### config.mk
export PLATFORM = sky130hd
export DESIGN_NAME = adc_seq_ctrl
export DESIGN_NICKNAME = d
export VERILOG_FILES = /design/src/rtl/adc_seq_pkg.sv /design/src/rtl/adc_trig_cond.sv /design/src/rtl/adc_pwr_recov.sv /design/src/rtl/adc_ccf_bank.sv /design/src/rtl/adc_seq_ctrl.sv
export SDC_FILE = /design/constraint.sdc
export NUM_CORES = 1
export LEC_CHECK = 0
export CAP_MARGIN = 10
export CORE_MARGIN = 1
export CORE_UTILIZATION = 52
export CTS_BUF_LIST = sky130_fd_sc_hd__clkbuf_8 sky130_fd_sc_hd__clkbuf_16
export DETAILED_ROUTE_END_ITERATION = 12
export HOLD_SLACK_MARGIN = 0.05
export PLACE_DENSITY = 0.89
export SETUP_SLACK_MARGIN = 0.02
export SLEW_MARGIN = 20
export SYNTH_ARGS = -nofsm -noshare
export SYNTH_HDL_FRONTEND = slang
export SYNTH_SLANG_ARGS = --single-unit
### constraint.sdc
create_clock -name clk -period 2.3 [get_ports clk]
set_clock_uncertainty 0.05 [all_clocks]
set_input_delay 0.345 -clock clk [delete_from_list [all_inputs] [get_ports clk]]
set_output_delay 0.345 -clock clk [all_outputs]
set_load 0.005 [all_outputs]
### src/rtl/adc_seq_pkg.sv
package adc_seq_pkg;

  localparam int CB_PWR  = 7;
  localparam int CB_FAST = 6;
  localparam int CB_WOFF = 5;
  localparam int CB_LVL  = 4;
  localparam int CB_POL  = 3;
  localparam int CB_TEN  = 2;
  localparam int CB_IEN  = 1;

  function automatic logic trig_hit(input logic level_mode, input logic act_high,
                                    input logic cur, input logic prev);
    logic cur_act, prev_act;
    cur_act  = (cur == act_high);
    prev_act = (prev == act_high);
    return level_mode ? cur_act : (cur_act && !prev_act);
  endfunction

  function automatic logic [31:0] rec_step(input logic [31:0] cnt, input logic on,
                                           input logic [31:0] lim);
    if (!on) return 32'd0;
    if (cnt >= lim) return lim;
    return cnt + 32'd1;
  endfunction

endpackage

### src/rtl/adc_trig_cond.sv
module adc_trig_cond
  import adc_seq_pkg::*;
(
  input  logic clk,
  input  logic rst_n,
  input  logic trig_in,
  input  logic enable,
  input  logic level_mode,
  input  logic act_high,
  output logic req
);
  logic s1_q, s2_q, s3_q;

  always_ff @(posedge clk or negedge rst_n) begin
    if (!rst_n) begin
      s1_q <= 1'b0;
      s2_q <= 1'b0;
      s3_q <= 1'b0;
    end else begin
      s1_q <= trig_in;
      s2_q <= s1_q;
      s3_q <= s2_q;
    end
  end

  assign req = enable && trig_hit(level_mode, act_high, s2_q, s3_q);


  edge_single_chk: assert property (@(posedge clk) disable iff (!rst_n)
    (req && !level_mode) |=> (!req || level_mode));

endmodule

### src/rtl/adc_pwr_recov.sv
module adc_pwr_recov
  import adc_seq_pkg::*;
#(
  parameter int REC_CYC = 16
) (
  input  logic clk,
  input  logic rst_n,
  input  logic pwr_on,
  output logic ready
);
  localparam int REC_W = $clog2(REC_CYC + 1);

  logic [REC_W-1:0] cnt_q;

  always_ff @(posedge clk or negedge rst_n) begin
    if (!rst_n) cnt_q <= '0;
    else        cnt_q <= REC_W'(rec_step(32'(cnt_q), pwr_on, 32'(REC_CYC)));
  end

  assign ready = pwr_on && (cnt_q == REC_W'(REC_CYC));


  recov_restart_chk: assert property (@(posedge clk) disable iff (!rst_n)
    !pwr_on |=> !ready);

endmodule

### src/rtl/adc_ccf_bank.sv
module adc_ccf_bank #(
  parameter int NCH  = 8,
  parameter int CH_W = 3
) (
  input  logic            clk,
  input  logic            rst_n,
  input  logic            fast,
  input  logic            set_en,
  input  logic [CH_W-1:0] set_idx,
  input  logic            stat_rd,
  input  logic            res_rd,
  input  logic [CH_W-1:0] res_idx,
  output logic [NCH-1:0]  ccf
);
  logic [NCH-1:0] ccf_q, armed_q;

  for (genvar i = 0; i < NCH; i++) begin : g_ch
    logic hit_set, hit_rd, hit_clr;
    assign hit_set = set_en && (set_idx == CH_W'(i));
    assign hit_rd  = res_rd && (res_idx == CH_W'(i));
    assign hit_clr = hit_rd && (fast || armed_q[i]);

    always_ff @(posedge clk or negedge rst_n) begin
      if (!rst_n) begin
        ccf_q[i]   <= 1'b0;
        armed_q[i] <= 1'b0;
      end else begin
        if (hit_set)      ccf_q[i] <= 1'b1;
        else if (hit_clr) ccf_q[i] <= 1'b0;
        if (hit_rd)                   armed_q[i] <= 1'b0;
        else if (stat_rd && ccf_q[i]) armed_q[i] <= 1'b1;
      end
    end
  end

  assign ccf = ccf_q;


  normal_needs_status_chk: assert property (@(posedge clk) disable iff (!rst_n)
    (!fast && res_rd && ccf_q[res_idx] && !armed_q[res_idx]) |=> ccf_q[$past(res_idx)]);


  fast_clear_chk: assert property (@(posedge clk) disable iff (!rst_n)
    (fast && res_rd && !(set_en && set_idx == res_idx)) |=> !ccf_q[$past(res_idx)]);

endmodule

### src/rtl/adc_seq_ctrl.sv
module adc_seq_ctrl
  import adc_seq_pkg::*;
#(
  parameter int NCH     = 8,
  parameter int SEQ_LEN = 4,
  parameter int REC_CYC = 16,
  localparam int CH_W   = $clog2(NCH)
) (
  input  logic            clk,
  input  logic            rst_n,
  input  logic            bus_wr,
  input  logic [7:0]      bus_wdata,
  output logic [7:0]      ctl_rdata,
  input  logic            stat_rd,
  input  logic            res_rd,
  input  logic [CH_W-1:0] res_idx,
  input  logic            wait_mode,
  input  logic            trig_in,
  input  logic            conv_done,
  input  logic [CH_W-1:0] conv_ch,
  output logic            conv_pwr,
  output logic            seq_start,
  output logic            seq_abort,
  output logic [NCH-1:0]  ccf,
  output logic            suspect,
  output logic            irq
);
  localparam int SC_W = (SEQ_LEN > 1) ? $clog2(SEQ_LEN) : 1;

  logic [7:1]      ctl_q;
  logic            flag_q, busy_q, halt_q, pend_q, suspect_q;
  logic [SC_W-1:0] cnt_q;
  logic            trig_req, ready, conv_acc, seq_done, halt_now, halt_exit, pend_eff;

  assign halt_now  = ctl_q[CB_PWR] && wait_mode && ctl_q[CB_WOFF];
  assign conv_pwr  = ctl_q[CB_PWR] && !halt_now;
  assign halt_exit = halt_q && !halt_now && ctl_q[CB_PWR];
  assign pend_eff  = pend_q || halt_exit;

  adc_trig_cond u_trig (
    .clk(clk), .rst_n(rst_n), .trig_in(trig_in),
    .enable(ctl_q[CB_TEN]), .level_mode(ctl_q[CB_LVL]), .act_high(ctl_q[CB_POL]),
    .req(trig_req)
  );

  adc_pwr_recov #(.REC_CYC(REC_CYC)) u_pwr (
    .clk(clk), .rst_n(rst_n), .pwr_on(conv_pwr), .ready(ready)
  );

  assign seq_start = trig_req && ready && !busy_q && !bus_wr;
  assign seq_abort = bus_wr && busy_q;
  assign conv_acc  = conv_done && busy_q && conv_pwr && !bus_wr;
  assign seq_done  = conv_acc && (cnt_q == SC_W'(SEQ_LEN - 1));

  adc_ccf_bank #(.NCH(NCH), .CH_W(CH_W)) u_ccf (
    .clk(clk), .rst_n(rst_n), .fast(ctl_q[CB_FAST]),
    .set_en(conv_acc), .set_idx(conv_ch),
    .stat_rd(stat_rd), .res_rd(res_rd), .res_idx(res_idx), .ccf(ccf)
  );

  always_ff @(posedge clk or negedge rst_n) begin
    if (!rst_n) begin
      ctl_q     <= '0;
      flag_q    <= 1'b0;
      busy_q    <= 1'b0;
      cnt_q     <= '0;
      halt_q    <= 1'b0;
      pend_q    <= 1'b0;
      suspect_q <= 1'b0;
    end else begin
      if (bus_wr) ctl_q <= bus_wdata[7:1];
      if (seq_done)                     flag_q <= 1'b1;
      else if (bus_wr && bus_wdata[0])  flag_q <= 1'b0;
      if (seq_abort || seq_done || !ctl_q[CB_PWR]) busy_q <= 1'b0;
      else if (seq_start)                          busy_q <= 1'b1;
      if (seq_start || seq_abort || seq_done) cnt_q <= '0;
      else if (conv_acc)                      cnt_q <= cnt_q + 1'b1;
      halt_q <= halt_now;
      pend_q <= conv_acc ? 1'b0 : pend_eff;
      if (conv_acc) suspect_q <= pend_eff;
    end
  end

  assign ctl_rdata = {ctl_q, flag_q};
  assign suspect   = suspect_q;
  assign irq       = ctl_q[CB_IEN] && flag_q;


  write_ends_seq_chk: assert property (@(posedge clk) disable iff (!rst_n)
    bus_wr |=> !busy_q);


  unpowered_idle_chk: assert property (@(posedge clk) disable iff (!rst_n)
    !conv_pwr |-> !seq_start);


  seq_flag_chk: assert property (@(posedge clk) disable iff (!rst_n)
    seq_done |=> (flag_q && !busy_q));


  halt_no_accept_chk: assert property (@(posedge clk) disable iff (!rst_n)
    (!conv_pwr && !bus_wr) |=> $stable(ccf));


  start_busy_chk: assert property (@(posedge clk) disable iff (!rst_n)
    seq_start |=> busy_q);

endmodule

======== Word-level counts from Yosys, hierarchy flattened ========
Index checks and enable logic that the tools add are counted.
word-level totals
  bits in registers ....................... 38
  input bits .............................. 22
  output and inout port bits .............. 21
  logic and storage cells ................. 183
cells by class
  add/subtract/negate cells ............... 2
  magnitude comparators ................... 1
  eq/ne operators ......................... 18
  multiplexer cells ....................... 46
  reductions and logical operators ........ 89
operator list
  operator                                                         count
  1-bit logical AND                                                50
  1-bit two-way mux                                                40
  2-bit nonzero test                                               19
  3-bit == test, second input constant                             8
  5-bit two-way mux                                                4
  1-bit logical OR                                                 13
  3-bit by 2-bit == test with 1-bit output, second input constant  4
  3-bit by 1-bit == test with 1-bit output, second input constant  2
  3-bit logical NOT                                                2
  5-bit by 1-bit adder with 5-bit output, second input constant    1
  5-bit == test, second input constant                             1
  5-bit greater-or-equal comparator, second input constant         1
  1-bit logical NOT                                                5
  2-bit two-way mux                                                2
  2-bit by 1-bit adder with 2-bit output, second input constant    1
  1-bit == test                                                    2
  2-bit == test, second input constant                             1

======== Logic depth before layout (Yosys ltp) ========
Gate-level depths: netlist of run 1.
  word-level depth ........................ 11
  gate-level depth with buffers ........... 5

======== Hierarchy ========
A second synthesis of run 1 with hierarchy kept.
unflattened totals
  cells, all modules ...................... 152
  area, all modules ....................... 1769.2 µm²
by module, submodules not included
  module         times used  cells each  area each (µm²)  seq. area each (µm²)
  adc_ccf_bank   1           73          795.8            400.4
  adc_seq_ctrl   1           50          625.6            350.3
  adc_pwr_recov  1           23          245.2            125.1
  adc_trig_cond  1           6           102.6            75.1

======== Least setup slack after synthesis of run 1 ========
OpenSTA, ideal clock, no wires.
  path type ............................... input-to-output
  start point ............................. input port bus_wr
  end point ............................... output port seq_start
  arrival time ............................ 1.011 ns
  data required time ...................... 1.905 ns
  slack ................................... 0.894 ns
  stages on the path ...................... 4
  buffers on the path ..................... 1
  cell sequence ........................... buf_6 nor4bb_2 nand4_1 a21oi_2
between the ends
  longest elaborated chain between the ends .. 2
ends and longest elaborated chain
  item               RTL line            text
  from (decl)        adc_seq_ctrl.sv:11  input logic bus_wr,
  1-bit logical NOT  adc_seq_ctrl.sv:50  assign seq_start = trig_req && ready && !busy_q && !bus_wr;
  1-bit logical AND  adc_seq_ctrl.sv:50
  to (decl)          adc_seq_ctrl.sv:22  output logic seq_start,
Every way passes these cells.

======== Worst setup path after layout of run 1 ========
  start point ............................. input port bus_wr
  end point ............................... output port seq_abort
between the ends
  longest elaborated chain between the ends .. 1
ends and longest elaborated chain
  item               RTL line            text
  1-bit logical AND  adc_seq_ctrl.sv:51  assign seq_abort = bus_wr && busy_q;
  to (decl)          adc_seq_ctrl.sv:23  output logic seq_abort,
Every way passes these cells.

==> flow_metrics.py, run 1 <==
metrics = {
    "outcome": {
        "status": "completed",
    },
    "sta": {
        "worstMarginPinSlew_ns": 0.799,
        "rsz0062_at_grt": "no",
        "fin_crit_ns": 2.14,
        "setup_viol": 0,
        "fin_tns_setup_ns": 0,
        "final_hold_viol_count": 0,
        "max_slew_margin": 0.468,
        "worst_hold_slack_ns": 0.0914,
        "max_freq_ghz": 0.466,
        "finalCritPeriodShare": 0.932,
        "drv_slew": 0,
    },
    "floorplanning": {
        "die_w_um": 59.4,
        "start_util": 0.553,
        "dieArea_um2": 3530,
        "placementRows": 20,
        "coreArea_um2": 3100,
        "pin_count": 43,
        "fp.dieH_um": 59.4,
    },
    "cells_and_area": {
        "nNetsFinal": 218,
        "drive_gt1_frac": 0.139,
        "num-fill-cells": 222,
        "multi_input_area_um2": 673,
        "regArea_um2": 951,
        "diodes": 0,
        "area_growth_pct": 29.8,
        "final_util": 0.717,
    },
    "routing": {
        "wl_mm": 3.62,
        "num_vias": 1299,
        "firstDrtPassIters": 4,
        "final_antenna_net_count": 0,
        "routedWlPerCell_um": 15.2,
        "drc": 0,
        "initialDrtViolationCount": 90,
        "post_drt_via_cell_ratio": 5.46,
    },
    "synth": {
        "yosysWarnings": 0,
        "syn-mean-instance-area_um2": 11.4,
        "synthFlopType": "dfrtp_1",
        "syn_area_um2": 1720,
        "synth_seq_cells": 38,
        "syn_inst": 151,
        "synth_nets": 176,
        "synthArstFlopShare": 1.00,
        "ys_seq_area_frac": 0.554,
        "synth_edf_count": 0,
        "ys_types": 39,
    },
    "placed_design": {
        "io_buffers": 42,
        "gp_congestion": 0.848,
        "dp_hpwl_mm": 2.73,
    },
    "clock_network": {
        "cts_max_level": 2,
        "clk_pin_slew_ns": 0.07,
        "postCtsSetupRepairBufs": 0,
        "clk_path_buf_depth": 2,
        "clock_latency_ns": 0.29,
        "cts_tree": "done",
        "cts.sinks": 38,
        "clockRootBuffer": "clkbuf_8",
        "cts_made_buffers": 5,
    },
    "critical_path": {
        "critPathKind": "input port to output port",
        "r2r_slack_ns": 0.81,
        "startpoint_type": "input port",
        "worstPathArrival_ns": 1.75,
        "cp_max_fo": 10,
        "critPathRequiredTime_ns": 1.90,
        "endpoint_kind": "output port",
        "reg2reg_depth": 5,
    },
    "power_and_ir_drop": {
        "p_leak_uw": 0.000985,
        "pwr-share-seq": 0.532,
        "clock_power_share": 0.348,
        "pwr_density_cell_nw_per_um2": 606,
        "comb_power_share": 0.119,
        "p_int_uw": 1020,
        "p_sw_frac": 0.240,
        "p_sw_uw": 324,
        "ir_drop_v": 0.000500,
    },
    "global_route": {
        "met1_usage": 0.307,
        "grt_overflow": 0,
        "antenna_found_initial": 0,
        "top_usage_layer": "met2",
        "grt_pass1_vias": 1378,
        "grt_max_degree": 39,
        "use_met3": 0.0699,
        "grt_use_total": 0.243,
        "grt_pass1_wl_mm": 6.15,
        "gr-usage-met2": 0.368,
    },
    "hold_path": {
        "hold_path.class": "input port to asynchronous set/reset pin",
    },
    "job": {
        "cap_violations": 0,
    },
}
[timing repair]
| action | CTS | global route |
|---|---|---|
| hold buffers | 0 | 0 |
| setup endpoints to repair | 0 | 1 |
| gates resized for setup | 0 | 1 |
[synth_stat cells (all sizes together) (2+ instances only)]
cell type,instances,share of area
a21oi,14,0.043
and2,2,0.0073
mux2i,2,0.012
nand3,2,0.0058
nor3,2,0.0058
nor2,14,0.031
dfrtp,38,0.55
nand2b,4,0.019
o31ai,2,0.015
buf,7,0.040
o2bb2ai,2,0.010
nand4,2,0.0073
a31oi,3,0.011
o211ai,3,0.013
and3,2,0.010
o21ai,8,0.023
mux2,7,0.046
inv,3,0.0066
clkbuf,3,0.0066
nand2,11,0.026
ha,3,0.022
nor2b,7,0.026
[kinds of logic after synthesis]
| logic type | Yosys count | synth area share |
|---|---|---|
| flops | 38 | 0.554 |
| buf+inv | 13 | 0.0532 |
| xor+xnor | 2 | 0.0102 |
| compound gates | 37 | 0.147 |
| simple gates | 49 | 0.155 |
| mux | 9 | 0.0576 |
| fa+ha+maj | 3 | 0.0219 |
[sequential cells by signal, summed over array words and instances (netlist names)]
name / flops
flag_q: 1
u_ccf.armed_q: 8
cnt_q: 2
busy_q: 1
pend_q: 1
ctl_q: 7
u_pwr.cnt_q: 5
u_ccf.ccf: 8
halt_q: 1
u_trig.s2_q: 1
suspect: 1
u_trig.s3_q: 1
u_trig.s1_q: 1
[power groups by stage]
stage	Combinational, uW	Sequential (uW)	Clock [uW]
global route	178	721	510
global placement	156	729	0
floorplan	74.7	721	0
CTS	163	718	483
detailed placement	162	731	0
finish	161	718	470
[stage by stage]
step | power, uW | cells | instance area, um^2 | setup WS (ns)
after global placement | 885 | 230 | 2130 | 0.0792
after CTS | 1360 | 238 | 2220 | 0.0477
final | 1350 | 238 | 2230 | 0.156
after global routing | 1410 | 238 | 2230 | 0.0932
after detailed placement | 893 | 230 | 2130 | 0.0543
after floorplan | 796 | 151 | 1720 | 0.894
[cell type report]
cell class / count / area share
tap: 44 / 0.0247
timing repair buffer: 45 / 0.198
clock inverter: 2 / 0.00562
inverter: 3 / 0.00506
sequential: 38 / 0.427
clock buffer: 6 / 0.0371
multi-input combinational: 100 / 0.302
[routing by layer]
| layer | routed length, um | up-vias |
|---|---|---|
| li1 | - | 613 |
| met1 | 1520 | 637 |
| met2 | 1800 | 38 |
| met3 | 201 | 11 |
| met4 | 90 | 0 |
| met5 | 0 | - |
[final timing paths]
check / from / end
worst max-delay path: bus_wr / seq_abort
worst min-delay path: rst_n / ctl_q[3]$_DFFE_PN0P_
worst max register to register: ctl_q[7]$_DFFE_PN0P_ / cnt_q[1]$_DFFE_PN0P_
worst min register to register: u_trig.s1_q$_DFF_PN0_ / u_trig.s2_q$_DFF_PN0_
max in group asynchronous: rst_n / u_ccf.ccf[0]$_DFFE_PN0P_
min in group clk: u_trig.s1_q$_DFF_PN0_ / u_trig.s2_q$_DFF_PN0_
[worst max-delay path: stages]
cell and delay (ns):
clkdlybuf4s50_1 0.50, buf_4 0.20, and2_1 0.19, clkdlybuf4s50_1 0.51
[cells in the final DEF (no fill, tap or decap), types with 5 or more instances in the layout]
cell type | synthesis | routed
clkbuf_8 | 0 | 6
a21oi_1 | 13 | 13
nor2b_1 | 7 | 7
nor2_1 | 14 | 14
dfrtp_1 | 38 | 38
o21ai_0 | 5 | 5
clkdlybuf4s50_1 | 0 | 40
mux2_2 | 7 | 7
nand2_1 | 10 | 10
(Power assumes the default switching activity.)
==> run 2, diff against run 1 <==
--- a/config.mk
+++ b/config.mk
@@ -11,6 +11,7 @@
 export CTS_BUF_LIST = sky130_fd_sc_hd__clkbuf_8 sky130_fd_sc_hd__clkbuf_16
 export DETAILED_ROUTE_END_ITERATION = 12
 export HOLD_SLACK_MARGIN = 0.05
+export MAX_ROUTING_LAYER = met4
 export PLACE_DENSITY = 0.89
 export SETUP_SLACK_MARGIN = 0.02
 export SLEW_MARGIN = 20
==> flow_metrics.py, run 2 (synthesis results as in run 1) <==
metrics = {
    "clock_network": {
        "clockRootBuffer": "clkbuf_8",
        "clock_latency_ns": 0.29,
        "cts_hold_buf": 0,
        "cts_tree": "done",
        "cts.sinks": 38,
        "cts_max_level": 2,
        "clk_pin_slew_ns": 0.07,
        "cts_made_buffers": 5,
        "clk_path_buf_depth": 2,
    },
    "critical_path": {
        "critPathTopFamily": "buffers and inverters",
        "slowest_delay_ns": 0.51,
        "critPathBufInv": 3,
        "worstPathArrival_ns": 1.75,
        "cp_slowest_cell": "clkdlybuf4s50_1",
        "critPathRequiredTime_ns": 1.90,
        "cp_num_cells": 4,
        "worstPathCellList": "clkdlybuf4s50_1, buf_4, and2_1, clkdlybuf4s50_1",
        "cp_max_fo": 10,
        "reg2reg_depth": 5,
        "startpoint_type": "input port",
        "critPathKind": "input port to output port",
        "endpoint_kind": "output port",
        "crit_top_cell": "clkdlybuf4s50_1",
    },
    "sta": {
        "finalCritPeriodShare": 0.932,
        "max_freq_ghz": 0.466,
        "fin_tns_setup_ns": 0,
        "worstMarginPinSlew_ns": 0.793,
        "layout_setup_ws_ns": 0.156,
        "fin_crit_ns": 2.14,
        "setup_viol": 0,
        "drv_slew": 0,
        "max_slew_margin": 0.472,
        "final_hold_viol_count": 0,
        "rsz0062_at_grt": "no",
    },
    "cells_and_area": {
        "final_common_cell": "clkdlybuf4s50_1",
        "area_growth_pct": 29.8,
        "diodes": 0,
        "final_cell_mix": "clkdlybuf4s50_1, dfrtp_1, nor2_1",
        "drive_gt1_frac": 0.139,
        "layout.cells.non_filler": 238,
        "nNetsFinal": 218,
    },
    "floorplanning": {
        "pin_count": 43,
        "placementRows": 20,
        "fp.dieH_um": 59.4,
        "die_w_um": 59.4,
        "start_util": 0.553,
        "dieArea_um2": 3530,
        "coreArea_um2": 3100,
    },
    "hold_path": {
        "hold_path.class": "input port to asynchronous set/reset pin",
    },
    "placed_design": {
        "io_buffers": 42,
        "placed_cells": 230,
        "gp_congestion": 0.861,
        "dp_slack_ns": 0.0543,
        "dp_hpwl_mm": 2.73,
    },
    "global_route": {
        "grt_pass1_wl_mm": 6.16,
        "antenna_found_initial": 0,
        "grt_overflow": 0,
        "grt_pass1_vias": 1382,
        "grt_max_degree": 39,
        "grt_use_total": 0.250,
    },
    "routing": {
        "post_drt_via_cell_ratio": 5.50,
        "final_antenna_net_count": 0,
        "routedWlPerCell_um": 15.3,
        "initialDrtViolationCount": 96,
        "num_vias": 1310,
        "wl_mm": 3.63,
        "firstDrtPassIters": 4,
        "drc": 0,
    },
    "job": {
        "cap_violations": 0,
    },
    "outcome": {
        "status": "completed",
    },
    "power_and_ir_drop": {
        "ir_drop_v": 0.000501,
        "p_leak_uw": 0.000985,
        "pwr_density_cell_nw_per_um2": 606,
    },
}
run 2: cell counts in the layout (fill, tap and decap cells not counted):
No cell type changed its count.
run 2: final cells by class:
class / instances / area [um^2]
Clock buffer: 6 / 82.6
Timing Repair Buffer: 45 / 440
Clock inverter: 2 / 12.5
Tap cell: 44 / 55.1
Fill cell: 222 / 877
Inverter: 3 / 11.3
Multi-Input combinational cell: 100 / 673
Sequential cell: 38 / 951
run 2: per-layer routing:
layer  up-vias  track usage  share of wire
met5         -            -              0
li1        613            -              -
met2        42        0.368           0.50
met1       644        0.306           0.42
met3        11       0.0721          0.055
met4         0        0.150          0.023
run 2: timing repair:
item                       4_1_cts  5_1_grt
setup endpoints to repair        0        1
resized for setup                0        1
buffers inserted                 0        0
run 2: final timing paths:
kind / slack, ns / start / to
min reg2reg: 0.31 / u_trig.s1_q$_DFF_PN0_ / u_trig.s2_q$_DFF_PN0_
min in group clk: 0.31 / u_trig.s1_q$_DFF_PN0_ / u_trig.s2_q$_DFF_PN0_
max reg2reg: 0.81 / ctl_q[7]$_DFFE_PN0P_ / cnt_q[1]$_DFFE_PN0P_
min: 0.09 / rst_n / ctl_q[2]$_DFFE_PN0P_
max in group asynchronous: 1.61 / rst_n / halt_q$_DFF_PN0_
max: 0.16 / bus_wr / seq_abort
run 2: stage by stage:
stage | hold slack [ns] | total power, uW | util | area (um^2)
floorplan | -0.000591 | 796 | - | 1720
global placement | 0.292 | 885 | 0.686 | 2130
detailed placement | 0.291 | 893 | 0.686 | 2130
CTS | 0.110 | 1360 | 0.717 | 2220
global route | 0.147 | 1410 | 0.717 | 2230
finish | 0.0898 | 1350 | 0.717 | 2230
run 2: power by group:
group,switching (uW),internal [uW]
clock network,228,241
logic,70.6,90.9
registers,24.7,693
==> run 3, diff against run 2 <==
==> constraint.sdc (replaced) <==
create_clock -name clk -period 2.7 [get_ports clk]
set_clock_uncertainty 0.05 [all_clocks]
set_input_delay 0.405 -clock clk [delete_from_list [all_inputs] [get_ports clk]]
set_output_delay 0.405 -clock clk [all_outputs]
set_load 0.005 [all_outputs]
==> flow_metrics.py, run 3 (synthesis results as in run 1) <==
metrics = {
    "routing": {
        "wl_mm": 3.66,
        "drc": 0,
        "routedWlPerCell_um": 15.5,
        "num_vias": 1296,
        "firstDrtPassIters": 4,
        "initialDrtViolationCount": 63,
        "final_antenna_net_count": 0,
        "post_drt_via_cell_ratio": 5.49,
    },
    "cells_and_area": {
        "area_growth_pct": 29.6,
        "final_common_cell": "clkdlybuf4s50_1",
        "diodes": 0,
        "drive_gt1_frac": 0.130,
        "final_cell_mix": "clkdlybuf4s50_1, dfrtp_1, nor2_1",
        "nNetsFinal": 216,
        "num-fill-cells": 233,
        "layout.cells.non_filler": 236,
    },
    "clock_network": {
        "postCtsSetupRepairBufs": 0,
        "cts_hold_buf": 0,
        "clock_latency_ns": 0.29,
        "cts_max_level": 2,
        "clockRootBuffer": "clkbuf_8",
        "cts_resized": 0,
        "cts_tree": "done",
        "cts_made_buffers": 5,
        "cts.sinks": 38,
        "clk_pin_slew_ns": 0.07,
        "clk_path_buf_depth": 2,
    },
    "sta": {
        "final_hold_viol_count": 0,
        "fin_crit_ns": 2.52,
        "rsz0062_at_grt": "no",
        "max_freq_ghz": 0.397,
        "fin_tns_setup_ns": 0,
        "drv_slew": 0,
        "finalCritPeriodShare": 0.932,
        "setup_viol": 0,
        "worstMarginPinSlew_ns": 0.800,
        "max_slew_margin": 0.467,
    },
    "critical_path": {
        "critPathRequiredTime_ns": 2.25,
        "endpoint_kind": "output port",
        "r2r_slack_ns": 1.26,
        "critPathTopFamily": "buffers and inverters",
        "startpoint_type": "input port",
        "critPathKind": "input port to output port",
        "slowest_delay_ns": 0.55,
        "worstPathArrival_ns": 2.06,
        "critPathBufInv": 2,
        "crit_top_cell": "clkdlybuf4s50_1",
        "cp_slowest_cell": "clkdlybuf4s50_1",
        "worstPathCellList": "clkdlybuf4s50_1, a21boi_4, nand4_1, a21oi_2, clkdlybuf4s50_1",
        "cp_max_fo": 6,
    },
    "placed_design": {
        "placed_cells": 228,
        "dp_hpwl_mm": 2.74,
        "io_buffers": 42,
        "gp_congestion": 0.878,
    },
    "floorplanning": {
        "start_util": 0.553,
        "fp.dieH_um": 59.4,
        "coreArea_um2": 3100,
        "placementRows": 20,
        "die_w_um": 59.4,
        "pin_count": 43,
        "dieArea_um2": 3530,
    },
    "power_and_ir_drop": {
        "ir_drop_v": 0.000358,
        "comb_power_share": 0.114,
        "pwr-share-seq": 0.513,
        "pwr_density_cell_nw_per_um2": 536,
        "p_sw_uw": 267,
        "p_sw_frac": 0.224,
        "p_total_uw": 1190,
        "p_leak_uw": 0.000966,
        "clock_power_share": 0.372,
        "p_int_uw": 924,
    },
    "global_route": {
        "top_usage_layer": "met2",
        "use_met3": 0.0502,
        "gr-usage-met2": 0.404,
        "grt_pass1_vias": 1289,
        "antenna_found_initial": 0,
        "grt_overflow": 0,
        "grt_pass1_wl_mm": 6.01,
        "met1_usage": 0.281,
        "grt_use_total": 0.243,
        "grt_max_degree": 39,
    },
    "hold_path": {
        "hold_path.class": "input port to asynchronous set/reset pin",
    },
    "outcome": {
        "status": "completed",
    },
    "job": {
        "cap_violations": 0,
    },
}
run 3: worst paths after layout:
path,start,endpoint,cells after the start
max,wait_mode,seq_start,5
min,rst_n,ctl_q[2]$_DFFE_PN0P_,1
max reg2reg,ctl_q[7]$_DFFE_PN0P_,cnt_q[0]$_DFFE_PN0P_,4
min reg2reg,u_trig.s1_q$_DFF_PN0_,u_trig.s2_q$_DFF_PN0_,0
max in group asynchronous,rst_n,u_ccf.armed_q[5]$_DFFE_PN0P_,1
min in group clk,u_trig.s1_q$_DFF_PN0_,u_trig.s2_q$_DFF_PN0_,0
run 3: cell type report:
cell class	count	area, um^2	area share
well taps	44	55.1	0.0248
clock buffers	8	110	0.0495
inverters	3	11.3	0.00506
multi-input cells	100	673	0.303
repair buffers	43	423	0.190
flip-flops and latches	38	951	0.428
run 3: power by group through the flow:
| stage | clock network, uW | logic [uW] | registers (uW) |
|---|---|---|---|
| after floorplan | 0 | 63.6 | 614 |
| after global placement | 0 | 130 | 621 |
| after detailed placement | 0 | 136 | 622 |
| after CTS | 449 | 138 | 611 |
| after global routing | 477 | 149 | 613 |
| final | 443 | 136 | 612 |
run 3: through the flow:
step	util	worst slack (ns)	cell area (um^2)	hold slack, ns
2_1_floorplan	-	1.17	1720	0.0594
3_3_place_gp	0.681	0.274	2110	0.291
3_5_place_dp	0.681	0.193	2110	0.290
4_1_cts	0.717	0.185	2220	0.184
5_1_grt	0.717	0.100	2220	0.231
6_report	0.717	0.184	2220	0.155
run 3: worst reg2reg max path: stages, from the launching register on:
cell and delay, ns:
dfrtp_1 0.41, a21boi_4 0.27, and3_4 0.31, mux2i_1 0.22
nor3_1 0.06
run 3: metal layers:
metal	routed length [um]	vias up
met5	0	-
met4	58	0
met3	177	8
met2	1920	37
met1	1500	647
li1	-	604
